$ cat config.mk
export PLATFORM = sky130hd
export DESIGN_NAME = sram_wr_ctrl
export DESIGN_NICKNAME = d
export VERILOG_FILES = /design/src/rtl/sram_wr_pkg.sv /design/src/rtl/sram_wr_timer.sv /design/src/rtl/sram_wr_seq.sv /design/src/rtl/sram_wr_pins.sv /design/src/rtl/sram_wr_ctrl.sv
export SDC_FILE = /design/constraint.sdc
export NUM_CORES = 1
export LEC_CHECK = 0
export ABC_CLOCK_PERIOD_IN_PS = 2300
export BUFFER_PORTS_ARGS = -buffer_cell sky130_fd_sc_hd__buf_2
export CORE_MARGIN = 2
export CORE_UTILIZATION = 41
export DETAILED_ROUTE_END_ITERATION = 6
export GPL_TIMING_DRIVEN = 0
export PLACE_DENSITY_LB_ADDON = 0.08
export SYNTH_ARGS = -nofsm -noshare
export SYNTH_HDL_FRONTEND = slang
export SYNTH_SLANG_ARGS = --single-unit
$ cat constraint.sdc
create_clock -name clk -period 2.3 [get_ports clk]
set_input_delay 0.46 -clock clk [delete_from_list [all_inputs] [get_ports clk]]
set_output_delay 0.46 -clock clk [all_outputs]
set_load 0.02 [all_outputs]
$ cat src/rtl/sram_wr_pkg.sv
package sram_wr_pkg;

  typedef enum logic [2:0] {
    ST_IDLE  = 3'd0,
    ST_SETUP = 3'd1,
    ST_LOW   = 3'd2,
    ST_HOLD  = 3'd3,
    ST_PAD   = 3'd4
  } wr_state_e;

  function automatic int imax(input int a, input int b);
    return (a > b) ? a : b;
  endfunction

endpackage

$ cat src/rtl/sram_wr_timer.sv
module sram_wr_timer #(
  parameter int TW = 2
) (
  input  logic          clk,
  input  logic          rst_n,
  input  logic          load,
  input  logic [TW-1:0] load_val,
  output logic          last
);

  logic [TW-1:0] cnt_q;

  always_ff @(posedge clk or negedge rst_n) begin
    if (!rst_n)               cnt_q <= '0;
    else if (load)            cnt_q <= load_val;
    else if (cnt_q != '0)     cnt_q <= cnt_q - 1'b1;
  end

  assign last = (cnt_q == '0);

endmodule

$ cat src/rtl/sram_wr_seq.sv
module sram_wr_seq
  import sram_wr_pkg::*;
#(
  parameter int S_LEN     = 1,
  parameter int L_LEN     = 3,
  parameter int PAD_LEN   = 0,
  parameter int CYCLE_CYC = 3,
  parameter int TW        = 2
) (
  input  logic          clk,
  input  logic          rst_n,
  input  logic          req_valid,
  output logic          req_ready,
  output logic          accept,
  output wr_state_e     state_nxt,
  output logic          tmr_load,
  output logic [TW-1:0] tmr_val,
  input  logic          tmr_last
);

  localparam int PAD_LD = (PAD_LEN > 0) ? PAD_LEN - 1 : 0;

  wr_state_e state_q;

  assign req_ready = (state_q == ST_IDLE);
  assign accept    = req_valid && req_ready;

  always_comb begin
    state_nxt = state_q;
    tmr_load  = 1'b0;
    tmr_val   = '0;
    case (state_q)
      ST_IDLE: if (accept) begin
        state_nxt = ST_SETUP;
        tmr_load  = 1'b1;
        tmr_val   = TW'(S_LEN - 1);
      end
      ST_SETUP: if (tmr_last) begin
        state_nxt = ST_LOW;
        tmr_load  = 1'b1;
        tmr_val   = TW'(L_LEN - 1);
      end
      ST_LOW: if (tmr_last) state_nxt = ST_HOLD;
      ST_HOLD: begin
        if (PAD_LEN > 0) begin
          state_nxt = ST_PAD;
          tmr_load  = 1'b1;
          tmr_val   = TW'(PAD_LD);
        end else begin
          state_nxt = ST_IDLE;
        end
      end
      ST_PAD: if (tmr_last) state_nxt = ST_IDLE;
      default: state_nxt = ST_IDLE;
    endcase
  end

  always_ff @(posedge clk or negedge rst_n) begin
    if (!rst_n) state_q <= ST_IDLE;
    else        state_q <= state_nxt;
  end

  // checker state: cycles since the last acceptance
  int unsigned since_acc_q;
  always_ff @(posedge clk or negedge rst_n) begin
    if (!rst_n)                        since_acc_q <= '0;
    else if (accept)                   since_acc_q <= 1;
    else if (since_acc_q < 32'h7fff_ffff) since_acc_q <= since_acc_q + 1;
  end

  // ready drops right after a request is taken
  p_ready_drop_r7: assert property (@(posedge clk) disable iff (!rst_n)
    accept |=> !req_ready);

  // ready comes back no earlier than the minimum cycle time
  p_busy_span_r7: assert property (@(posedge clk) disable iff (!rst_n)
    $rose(req_ready) |-> (since_acc_q >= CYCLE_CYC));

endmodule

$ cat src/rtl/sram_wr_pins.sv
module sram_wr_pins
  import sram_wr_pkg::*;
#(
  parameter int ADDR_W = 16,
  parameter int DATA_W = 16,
  parameter int S_LEN  = 1,
  parameter int L_LEN  = 3
) (
  input  logic              clk,
  input  logic              rst_n,
  input  logic              accept,
  input  logic [ADDR_W-1:0] req_addr,
  input  logic [DATA_W-1:0] req_data,
  input  wr_state_e         state_nxt,
  output logic [ADDR_W-1:0] mem_addr,
  output logic              mem_ce_n,
  output logic              mem_we_n,
  output logic              mem_oe_n,
  output logic [DATA_W-1:0] mem_dq_out,
  output logic              mem_dq_oe
);

  always_ff @(posedge clk or negedge rst_n) begin
    if (!rst_n) begin
      mem_addr   <= '0;
      mem_dq_out <= '0;
      mem_ce_n   <= 1'b1;
      mem_we_n   <= 1'b1;
      mem_dq_oe  <= 1'b0;
    end else begin
      mem_ce_n  <= !(state_nxt inside {ST_SETUP, ST_LOW, ST_HOLD});
      mem_we_n  <= (state_nxt != ST_LOW);
      mem_dq_oe <= (state_nxt inside {ST_LOW, ST_HOLD});
      if (accept) begin
        mem_addr   <= req_addr;
        mem_dq_out <= req_data;
      end
    end
  end

  // output enable never asserted: memory outputs stay high-impedance
  assign mem_oe_n = 1'b1;

  // checker counters
  int unsigned ce_lead_q;
  int unsigned we_low_q;
  always_ff @(posedge clk or negedge rst_n) begin
    if (!rst_n) begin
      ce_lead_q <= '0;
      we_low_q  <= '0;
    end else begin
      if (mem_ce_n)      ce_lead_q <= '0;
      else if (mem_we_n) ce_lead_q <= ce_lead_q + 1;
      if (mem_we_n)      we_low_q  <= '0;
      else               we_low_q  <= we_low_q + 1;
    end
  end

  p_we_inside_ce_r3: assert property (@(posedge clk) disable iff (!rst_n)
    !mem_we_n |-> !mem_ce_n);

  p_ce_after_we_r3: assert property (@(posedge clk) disable iff (!rst_n)
    $rose(mem_we_n) |-> !mem_ce_n);

  p_ce_release_r3: assert property (@(posedge clk) disable iff (!rst_n)
    $rose(mem_we_n) |=> mem_ce_n);

  p_ce_lead_r4: assert property (@(posedge clk) disable iff (!rst_n)
    $fell(mem_we_n) |-> (ce_lead_q == S_LEN));

  p_addr_stable_r4: assert property (@(posedge clk) disable iff (!rst_n)
    (!mem_ce_n && $past(!mem_ce_n)) |-> $stable(mem_addr));

  p_we_width_r5: assert property (@(posedge clk) disable iff (!rst_n)
    $rose(mem_we_n) |-> (we_low_q == L_LEN));

  p_drv_on_r6: assert property (@(posedge clk) disable iff (!rst_n)
    $fell(mem_we_n) |-> $rose(mem_dq_oe));

  p_drv_off_r6: assert property (@(posedge clk) disable iff (!rst_n)
    $rose(mem_we_n) |=> $fell(mem_dq_oe));

  p_data_stable_r6: assert property (@(posedge clk) disable iff (!rst_n)
    (mem_dq_oe && $past(mem_dq_oe)) |-> $stable(mem_dq_out));

endmodule

$ cat src/rtl/sram_wr_ctrl.sv
module sram_wr_ctrl
  import sram_wr_pkg::*;
#(
  parameter int ADDR_W         = 16,
  parameter int DATA_W         = 16,
  parameter int SETUP_CYC      = 1,
  parameter int WE_LOW_CYC     = 3,
  parameter int DATA_SETUP_CYC = 2,
  parameter int CYCLE_CYC      = 3
) (
  input  logic              clk,
  input  logic              rst_n,
  input  logic              req_valid,
  output logic              req_ready,
  input  logic [ADDR_W-1:0] req_addr,
  input  logic [DATA_W-1:0] req_data,
  output logic [ADDR_W-1:0] mem_addr,
  output logic              mem_ce_n,
  output logic              mem_we_n,
  output logic              mem_oe_n,
  output logic [DATA_W-1:0] mem_dq_out,
  output logic              mem_dq_oe
);

  localparam int S_LEN   = imax(SETUP_CYC, 1);
  localparam int L_LEN   = imax(imax(WE_LOW_CYC, DATA_SETUP_CYC), 1);
  localparam int PAD_LEN = imax(CYCLE_CYC - S_LEN - L_LEN - 2, 0);
  localparam int LONGEST = imax(imax(S_LEN, L_LEN), imax(PAD_LEN, 1));
  localparam int TW      = $clog2(LONGEST + 1);

  wr_state_e     state_nxt;
  logic          accept;
  logic          tmr_load;
  logic [TW-1:0] tmr_val;
  logic          tmr_last;

  sram_wr_timer #(.TW(TW)) u_timer (
    .clk      (clk),
    .rst_n    (rst_n),
    .load     (tmr_load),
    .load_val (tmr_val),
    .last     (tmr_last)
  );

  sram_wr_seq #(
    .S_LEN     (S_LEN),
    .L_LEN     (L_LEN),
    .PAD_LEN   (PAD_LEN),
    .CYCLE_CYC (CYCLE_CYC),
    .TW        (TW)
  ) u_seq (
    .clk       (clk),
    .rst_n     (rst_n),
    .req_valid (req_valid),
    .req_ready (req_ready),
    .accept    (accept),
    .state_nxt (state_nxt),
    .tmr_load  (tmr_load),
    .tmr_val   (tmr_val),
    .tmr_last  (tmr_last)
  );

  sram_wr_pins #(
    .ADDR_W (ADDR_W),
    .DATA_W (DATA_W),
    .S_LEN  (S_LEN),
    .L_LEN  (L_LEN)
  ) u_pins (
    .clk        (clk),
    .rst_n      (rst_n),
    .accept     (accept),
    .req_addr   (req_addr),
    .req_data   (req_data),
    .state_nxt  (state_nxt),
    .mem_addr   (mem_addr),
    .mem_ce_n   (mem_ce_n),
    .mem_we_n   (mem_we_n),
    .mem_oe_n   (mem_oe_n),
    .mem_dq_out (mem_dq_out),
    .mem_dq_oe  (mem_dq_oe)
  );

endmodule

==> impl_results.rst <==
.. list-table::
   :header-rows: 1

   * - Metric
     - Value
   * - Outcome
     - completed
   * - Number of buffers added for setup after CTS
     - 0
   * - DP Worst Slack
     - ~0.42 ns
   * - Total design power
     - roughly 3.2 mW
   * - Final Non-Filler Cells
     - between 200 and 250
   * - Count of input and output buffers
     - 70
   * - Fraction of power spent switching nets
     - roughly 37%
   * - Synthesized area per cell
     - 15.6 um2
   * - Die height
     - ~66 um
   * - Tightest Hold Check Type
     - input port to async pin
   * - Total die area
     - 0.00441 mm2
   * - Number of instances in the synthesized netlist
     - around 100
   * - Dpl cell area
     - around 0.0020 mm2
   * - Endpoints failing hold
     - 0
   * - Utilization after layout
     - a little under three fifths
   * - Routed WL
     - 2.88 mm
   * - Chip Width
     - roughly 66 um
   * - Fraction of synthesized cell area taken by the top area cell type
     - 59.6%
   * - Violation count after the first detailed-route iteration
     - 70
   * - HPWL reported at the end of detailed placement
     - between 2 and 2.5 mm
   * - Crit Path Category
     - register to register
   * - Htree depth
     - 2
   * - Grt ovf
     - 0
   * - Number of nets in the final layout
     - ~220
   * - Combined global-route utilization of all metal layers
     - 14.8%
   * - Antenna cells
     - 0
   * - Share of final-layout standard cells stronger than drive strength 1
     - around 66%
   * - Share of the cycle needed by the critical path after routing
     - approximately four fifths
   * - Initial antenna violation count
     - 0
   * - Post-cts sizing count
     - 0
   * - Global-route wire length before repair
     - between 4 and 5 mm
   * - Peak supply drop
     - 0.772 mV
   * - Via density per instance
     - 4.67
   * - Mean routed wirelength per cell
     - roughly 13 um
   * - Total number of vias
     - roughly 1,100
   * - Worst rel slew slack
     - between 40 and 50%
   * - Via count of the first global-routing pass
     - about 1,100
   * - Register bit total from synthesis
     - 40
   * - Max-Cap Viols
     - 0
   * - Clock power frac
     - ~15%
   * - Root buffer cell
     - sky130_fd_sc_hd__clkbuf_8
   * - Synthesized net count
     - around 140
   * - Worst-skew pair later-pin latency
     - 0.29 ns
   * - Number of clock sinks
     - 40
   * - Upper clock frequency limit
     - ~540 MHz
   * - Post-route minimum period
     - around 1.8 ns
   * - Most common cell after layout, fill and taps aside
     - sky130_fd_sc_hd__buf_2
   * - Cell area after technology mapping
     - 0.00160 mm2
   * - Internal Power
     - 2.01 mW
   * - Clock tree from TritonCTS
     - done
   * - Clock skew
     - 0.00743 ns
   * - Flop pwr share
     - roughly 38%
   * - Area growth from synthesis to final layout
     - 32.0%
   * - Count of endpoints failing setup in the final report
     - 0
   * - Antenna-violating nets left
     - 0
   * - Largest net degree at the start of global routing
     - 41
   * - Sort of element at the start of the critical path
     - register
   * - Unrepaired setup endpoints after global routing
     - no
   * - Leading post-synthesis cells by cell area
     - sky130_fd_sc_hd__dfrtp_1 60%, sky130_fd_sc_hd__mux2_2 20%, sky130_fd_sc_hd__dfstp_2 3.3%
   * - Largest buffer count on any clock path
     - 2
   * - DRC viols
     - 0
   * - Net switching component of the power
     - approximately 1.2 mW
   * - Hold buffer count at CTS
     - 0
   * - Warning count from the yosys run
     - 0
   * - Final critical-path setup slack
     - around 0.45 ns
   * - Final cell area excluding filler cells
     - 0.00211 mm2
   * - Gate power share
     - 46.9%
   * - TritonCTS Buffers
     - 5
   * - Hold WS
     - roughly 0.27 ns
   * - Part of the Yosys area used for sequential elements
     - between 60% and 70%
   * - PwrDens
     - between 1500 and 2000 mW/mm2
   * - Count of cell types in the netlist
     - 23
   * - Arrival time at the worst endpoint
     - around 2.0 ns
   * - Last weighted congestion value of the routability-driven placer
     - between 0.7 and 0.8
   * - CTS clock-pin slew for the worst setup and hold paths
     - ~0.07 ns
   * - Least-Margin Pin Slew
     - ~0.83 ns
   * - Max-slew violation count
     - 0
   * - Placeable core region
     - 0.00369 mm2
   * - Total negative setup slack
     - 0 ns
   * - Number of detailed-routing iterations run before antenna repair
     - 4
   * - Top fanout value on the critical path
     - 10
   * - Initial core utilization
     - 43.2%
   * - Worst Path Required
     - between 2 and 2.5 ns
   * - Leakage power summed over all cells
     - just over 1 nW
   * - Most frequent cells in the layout
     - 71 x sky130_fd_sc_hd__buf_2, 38 x sky130_fd_sc_hd__dfrtp_1, 29 x sky130_fd_sc_hd__mux2_2, 7 x sky130_fd_sc_hd__clkbuf_8, 4 x sky130_fd_sc_hd__buf_6
   * - I/O Pins
     - between 70 and 80
   * - Nature of the critical path endpoint
     - register
   * - Row count
     - 22
   * - DP Cell Count
     - 220
   * - Biggest area consumer among synthesized cells
     - sky130_fd_sc_hd__dfrtp_1
-- cells in the mapped netlist --
library cell,instances
sky130_fd_sc_hd__buf_6,4
sky130_fd_sc_hd__nor2_1,1
sky130_fd_sc_hd__nor2b_1,1
sky130_fd_sc_hd__nor3_1,3
sky130_fd_sc_hd__or2_2,1
sky130_fd_sc_hd__conb_1,1
sky130_fd_sc_hd__o311ai_0,1
sky130_fd_sc_hd__nand2b_1,2
sky130_fd_sc_hd__nor4b_4,1
sky130_fd_sc_hd__mux2_1,3
sky130_fd_sc_hd__mux2_2,29
sky130_fd_sc_hd__nand3b_1,1
sky130_fd_sc_hd__a2111oi_2,1
sky130_fd_sc_hd__nor4b_1,1
sky130_fd_sc_hd__a21o_1,1
sky130_fd_sc_hd__dfrtp_1,38
sky130_fd_sc_hd__ha_1,1
sky130_fd_sc_hd__dfstp_2,2
sky130_fd_sc_hd__buf_4,2
sky130_fd_sc_hd__buf_2,1
sky130_fd_sc_hd__inv_1,3
sky130_fd_sc_hd__a21oi_1,3
sky130_fd_sc_hd__o32ai_1,1
-- power groups by stage --
stage	Sequential, mW	Combinational (mW)	Clock [mW]
floorplan	1.62	0.657	0
CTS	1.22	1.53	0.513
global placement	1.21	1.50	0
detailed placement	1.23	1.53	0
global route	1.26	1.63	0.543
finish	1.21	1.50	0.489
-- cell type report --
| type | count | area, um2 |
|---|---|---|
| buffer | 7 | 65.1 |
| fill | 324 | 1580 |
| inverter | 3 | 11.3 |
| sequential | 40 | 1000 |
| timing repair buffer | 70 | 350 |
| clock buffer | 8 | 100 |
| tap | 48 | 60.1 |
| multi-input combinational | 52 | 515 |
-- registers in the layout, indices dropped and copies added, names as in the netlist --
name	count
u_pins.mem_addr	16
u_pins.mem_ce_n	1
u_timer.cnt_q	2
u_pins.mem_we_n	1
u_pins.mem_dq_oe	1
u_seq.state_q	3
u_pins.mem_dq_out	16
-- cell families (layout without fill, tap and decap cells) --
| family | after synthesis | in the layout | synth area share (%) |
|---|---|---|---|
| AO/OA/AOI/OAI | 7 | 7 | 3.45 |
| adder cells (fa/ha/maj) | 1 | 1 | 0.784 |
| buffers and inverters | 10 | 88 | 4.78 |
| flip-flops | 40 | 40 | 62.9 |
| multiplexers | 32 | 32 | 22.6 |
| other | 1 | 1 | 0.235 |
| AND/OR/NAND/NOR | 11 | 11 | 5.25 |
-- worst max-delay path, stage by stage, from the launching register on --
cell and delay [ns]:
sky130_fd_sc_hd__dfrtp_1 0.36, sky130_fd_sc_hd__buf_4 0.16, sky130_fd_sc_hd__nor4b_4 0.62, sky130_fd_sc_hd__buf_6 0.24, sky130_fd_sc_hd__mux2_2 0.34
-- metal layers --
layer	vias to the layer above	GRT usage, %	share of wire, %
li1	507	-	-
met1	518	15.5	39
met2	35	25.1	53
met3	5	6.13	6.8
met4	0	7.65	1.5
met5	-	0	0
-- final timing paths --
| path | to | slack [ns] | cells past startpoint | from |
|---|---|---|---|---|
| setup / recovery | u_pins.mem_dq_out[6]$_DFFE_PN0P_ | 0.45 | 4 | u_seq.state_q[1]$_DFF_PN0_ |
| hold reg to reg | u_pins.mem_addr[2]$_DFFE_PN0P_ | 0.48 | 1 | u_pins.mem_addr[2]$_DFFE_PN0P_ |
| min in group clk | u_pins.mem_addr[0]$_DFFE_PN0P_ | 0.38 | 2 | req_addr[0] |
| max in group asynchronous | u_pins.mem_dq_out[3]$_DFFE_PN0P_ | 1.50 | 1 | rst_n |
| hold / removal | u_pins.mem_addr[0]$_DFFE_PN0P_ | 0.27 | 1 | rst_n |
| setup reg to reg | u_pins.mem_dq_out[6]$_DFFE_PN0P_ | 0.45 | 4 | u_seq.state_q[1]$_DFF_PN0_ |
Note: power is estimated with default switching activity, not from simulation.
